File: config.mk
export PLATFORM = sky130hd
export DESIGN_NAME = pwm_mode_timer
export DESIGN_NICKNAME = d
export VERILOG_FILES = /design/src/rtl/pwm_mode_timer.sv
export SDC_FILE = /design/constraint.sdc
export NUM_CORES = 1
export LEC_CHECK = 0
export ABC_AREA = 0
export BUFFER_PORTS_ARGS = -buffer_cell sky130_fd_sc_hd__buf_2
export CORE_UTILIZATION = 30
export DETAILED_ROUTE_END_ITERATION = 8
export PLACE_DENSITY = 0.55
export SLEW_MARGIN = 40
export SYNTH_ARGS = -nofsm -noshare
export SYNTH_HDL_FRONTEND = slang
export SYNTH_SLANG_ARGS = --single-unit
File: constraint.sdc
create_clock -name clk -period 13.72 [get_ports clk]
set_input_delay 0.686 -clock clk [delete_from_list [all_inputs] [get_ports clk]]
set_output_delay 0.686 -clock clk [all_outputs]
set_load 0.01 [all_outputs]
File: src/rtl/pwm_mode_timer.sv
module pwm_mode_timer #(
  parameter int PER_NORM  = 1538,
  parameter int PER_BURST = 100000,
  parameter int PER_GREEN = 400000,
  parameter int JIT_STEP  = 1,
  parameter int JIT_MAX   = 92,
  parameter int DMAX_PCT  = 77,
  parameter int LEB_CYC   = 38,
  parameter int MTW       = 16
) (
  input  logic           clk,
  input  logic           rst_n,
  input  logic [2:0]     comp_zone,
  input  logic           cs_trip,
  input  logic [MTW-1:0] min_on,
  output logic           gate,
  output logic           blank,
  output logic           cyc_start
);
  localparam int CW = $clog2(PER_GREEN + PER_NORM + JIT_MAX * JIT_STEP + 1);
  localparam int JW = $clog2(JIT_MAX + 1) + 1;
  localparam logic signed [JW-1:0] JHI = JW'(JIT_MAX);
  localparam logic signed [JW-1:0] JLO = -JHI;

  typedef enum logic [1:0] {M_NORM, M_BURST, M_GREEN} mode_t;

  mode_t mode_q, mode_d;
  logic [CW-1:0] cnt_q, per_q, dmax_q, per_nx, dmax_nx, cnt_p1;
  logic signed [JW-1:0] jit_q;
  logic jdn_q, gate_q, pend_q, cyc_q;
  logic wrap, trip_ok, min_ok, dmax_hit;

  always_comb begin
    mode_d = mode_q;
    case (mode_q)
      M_NORM:  if (!comp_zone[0]) mode_d = M_GREEN;
               else if (!comp_zone[2]) mode_d = M_BURST;
      M_BURST: if (comp_zone[2]) mode_d = M_NORM;
               else if (!comp_zone[0]) mode_d = M_GREEN;
      default: if (comp_zone[2]) mode_d = M_NORM;
               else if (comp_zone[1]) mode_d = M_BURST;
    endcase
  end

  always_comb begin
    case (mode_q)
      M_NORM:  per_nx = CW'(PER_NORM + int'(jit_q) * JIT_STEP);
      M_BURST: per_nx = CW'(PER_BURST);
      default: per_nx = CW'(PER_GREEN);
    endcase
  end

  assign dmax_nx  = CW'((int'(per_nx) * DMAX_PCT) / 100);
  assign cnt_p1   = cnt_q + CW'(1);
  assign wrap     = (cnt_q == per_q - CW'(1));
  assign blank    = gate_q && (cnt_q < CW'(LEB_CYC));
  assign trip_ok  = cs_trip && gate_q && !blank;
  assign min_ok   = 32'(cnt_p1) >= 32'(min_on);
  assign dmax_hit = cnt_p1 >= dmax_q;
  assign gate      = gate_q;
  assign cyc_start = cyc_q;

  always_ff @(posedge clk or negedge rst_n) begin
    if (!rst_n) begin
      mode_q <= M_NORM;
      cnt_q  <= '0;
      per_q  <= CW'(1);
      dmax_q <= '0;
      gate_q <= 1'b0;
      pend_q <= 1'b0;
      cyc_q  <= 1'b0;
      jit_q  <= '0;
      jdn_q  <= 1'b0;
    end else begin
      mode_q <= mode_d;
      cyc_q  <= wrap;
      if (wrap) begin
        cnt_q  <= '0;
        per_q  <= per_nx;
        dmax_q <= dmax_nx;
        gate_q <= 1'b1;
        pend_q <= 1'b0;
        if (mode_q == M_NORM) begin
          if (!jdn_q) begin
            if (jit_q == JHI) begin
              jdn_q <= 1'b1;
              jit_q <= jit_q - JW'(1);
            end else jit_q <= jit_q + JW'(1);
          end else begin
            if (jit_q == JLO) begin
              jdn_q <= 1'b0;
              jit_q <= jit_q + JW'(1);
            end else jit_q <= jit_q - JW'(1);
          end
        end
      end else begin
        cnt_q <= cnt_p1;
        if (gate_q) begin
          if (dmax_hit || ((trip_ok || pend_q) && min_ok)) gate_q <= 1'b0;
          else if (trip_ok) pend_q <= 1'b1;
        end
      end
    end
  end
endmodule


==> results.md <==
* Reg2reg end: dmax_q[0]$_DFFE_PN0P_
* Largest stage delay, worst path at 500 ps
* Diodes inserted at 0
* Avg WL per Cell at 15.99 um
* Cell mode on critical path: buf_4
* Initial antenna violation count at 0
* Clk buf depth at 2
* Largest net degree at the start of global routing at 66
* Crit path to: dmax_q[0]$_DFFE_PN0P_
* Max-cap viol count at 0
* GP Congestion at 0.8821
* Critical path fanouts, max at 9
* EDFF count, synth at 0
* Max-slew violations at 0
* Syn Area/Cell at 8.102 sq um
* CP endpoint kind: flop
* Final setup vio count at 0
* Measured slew at the worst slew-check pin at roughly 800 ps
* Outcome: finished clean
* Critical path class: reg -> reg
* DP HPWL at 19.33 mm
* Routed vias/inst at 5.509
* Grt ovf at 0
* Final nets at ~1300
* Post-synth top flop: dfrtp_1
* Root buffer cell: clkbuf_16
* Total wire length at 25.50 mm
* Vias in the first global route at a little over 8000
* Clk sink count at 65
* Antenna Nets Post-Route at 0
* Share of cells above drive strength 1 at 16.44%
* Cells after Synth at 1153
* Initial core utilization at 30.54%
* Clock Skew at 8.157 ps
* # DRC at 0
* Slowest cell on the critical path: fa_1
* CORE AREA at roughly 0.031 sq mm
* R2R Setup Slk at 600 ps
* Final hold vios at 0
* Post-synthesis sequential area ratio at about 17%
* CP required at 13930 ps
* Die height at 178.5 um
* Cell Area, Synth at 0.009341 sq mm
* Worst r2r src: jit_q[4]$_DFFE_PN0P_
* Area growth, synth to finish at 13.90%
* Filler Cell Count at 3209
* Clk_lat worst skew at 350 ps
* Cell variety after synth at 119
* Commonest non-fill, non-tap cells in the layout: nand2_1 (101), inv_1 (80), ha_1 (80)
* Final Cycle Share at 95.63%
* CP arrival at 13330 ps
* Warnings from Yosys at 0
* Clock Pin Slew Worst Setup and Hold Paths at 60 ps
* Critical path launch point: jit_q[4]$_DFFE_PN0P_
* Most common cell after layout, fill and taps aside: nand2_1
* Post-synth ARST share at between 90% and 100%
* DR vias at between 8000 and 9000
* CP startpoint kind: flop
* Gr usage total at 15.91%
* Net Count, Synth at 1275
* Cts bufs inserted at 9
* Final instance area at 0.01064 sq mm
* Placed Area at roughly 0.010 sq mm
* Slew margin rel. at 45.49%
* Hold Path Class: in -> async
* CTS tree: built
* Worst R2R Path Depth at slightly below 50
* First-pass GRT wire length at 41.37 mm
* H-tree levels at 3
* Minimum clock period after layout at between 10000 and 15000 ps
* DRT iter0 DRCs at 595
* Die W at 178.5 um
* Port Buffer Count at 24
* FF+latch count, synth at 65
* Storage element area at 0.001634 sq mm
* Pre-antenna DRT Iters at 5
* Worst slack, placed at 336.0 ps
* Die Area at 0.03185 sq mm
* Final setup margin at 599.7 ps
* Footprint of the multi-input gates at 0.007381 sq mm
* Post-layout util at 34.78%
* Boundary Pins at 25
* CTS Hold Buffers Added at 0
* Rows at 64
* F_max at approximately 76 MHz
-- per-layer routing --
layer,track usage [%],wire (um)
met1,21.94,12540
met2,26.26,11670
met3,1.364,844
met4,4.590,433
met5,0,0
-- metrics by stage --
stage                     hold WS, ps  setup TNS, ps  instances
after floorplan                 390.4              0       1153
after detailed placement        472.6              0       1565
after CTS                       452.0              0       1581
final                           426.6              0       1594
after global placement          465.2              0       1565
after global routing            486.6         -51.33       1594
-- cell families (layout without fill, tap and decap cells) --
group,Yosys count,count (layout),synth area share [%]
AO/OA/AOI/OAI,332,332,26.75
XOR/XNOR,101,101,10.35
adder cells (fa/ha/maj),105,105,15.26
buffers and inverters,130,175,5.907
flip-flops,65,65,17.43
multiplexers,20,20,2.545
AND/OR/NAND/NOR,400,400,21.77
-- what timing repair did --
item,in CTS,in global routing
setup endpoints to repair,0,3
gates resized for setup,0,45
setup buffers,0,13
-- final cells by class --
| cell class | count | share of cell area, % |
|---|---|---|
| multi-input cells | 958 | 69.37 |
| clock inverters | 7 | 0.6703 |
| well taps | 396 | 4.657 |
| flip-flops and latches | 65 | 15.36 |
| clock buffers | 9 | 2.117 |
| inverters | 81 | 2.857 |
| repair buffers | 78 | 4.974 |
-- flip-flops by register name, summed over array words and instances, names as in the netlist --
signal,count
mode_q,2
cyc_start,1
jit_q,8
jdn_q,1
pend_q,1
per_q,13
cnt_q,19
gate,1
dmax_q,19
-- synthesized netlist by cell type (9+ instances only) --
library cell  instances  share of area [%]
nor3_1               30                1.6
a21oi_1              52                2.8
nand4_1              16                1.1
xor2_1               31                2.9
clkbuf_1             26                1.0
nand2_1             101                4.1
nor2b_1              14               0.94
mux2_2                9                1.1
nor2_1               75                3.0
nor4_1               12               0.80
xnor2_1              63                5.9
and3_1               14               0.94
o211ai_1             16                1.3
and2_1               28                1.9
nand3_1              49                2.6
a211oi_1             19                1.5
dfrtp_1              64                 17
nand2b_1             16                1.1
fa_1                 16                3.4
o21ai_0              63                3.4
inv_1                80                3.2
ha_1                 84                 11
a31oi_1              18                1.2
a21o_1               12               0.96
-- worst max-delay path, delay by kind of cell, from the launching register on --
kind	cells	cell delay [ps]
simple gates	8	2000
flops	1	460
mux	2	470
buf+inv	7	960
xor+xnor	2	330
compound gates	24	6500
fa+ha+maj	6	2210
-- how the worst min path moves through the flow --
stage	from	to	cells after the start
5_1_grt	rst_n	dmax_q[15]$_DFFE_PN0P_	2
3_3_place_gp	dmax_q[8]$_DFFE_PN0P_	dmax_q[8]$_DFFE_PN0P_	2
6_report	rst_n	cnt_q[12]$_DFF_PN0_	2
2_1_floorplan	rst_n	cnt_q[0]$_DFF_PN0_	0
4_1_cts	rst_n	dmax_q[15]$_DFFE_PN0P_	2
3_5_place_dp	dmax_q[9]$_DFFE_PN0P_	dmax_q[9]$_DFFE_PN0P_	2
Power is left out: the tool's default activity adds up to more than one toggle a clock period on the data nets, which glitch-free logic cannot reach.
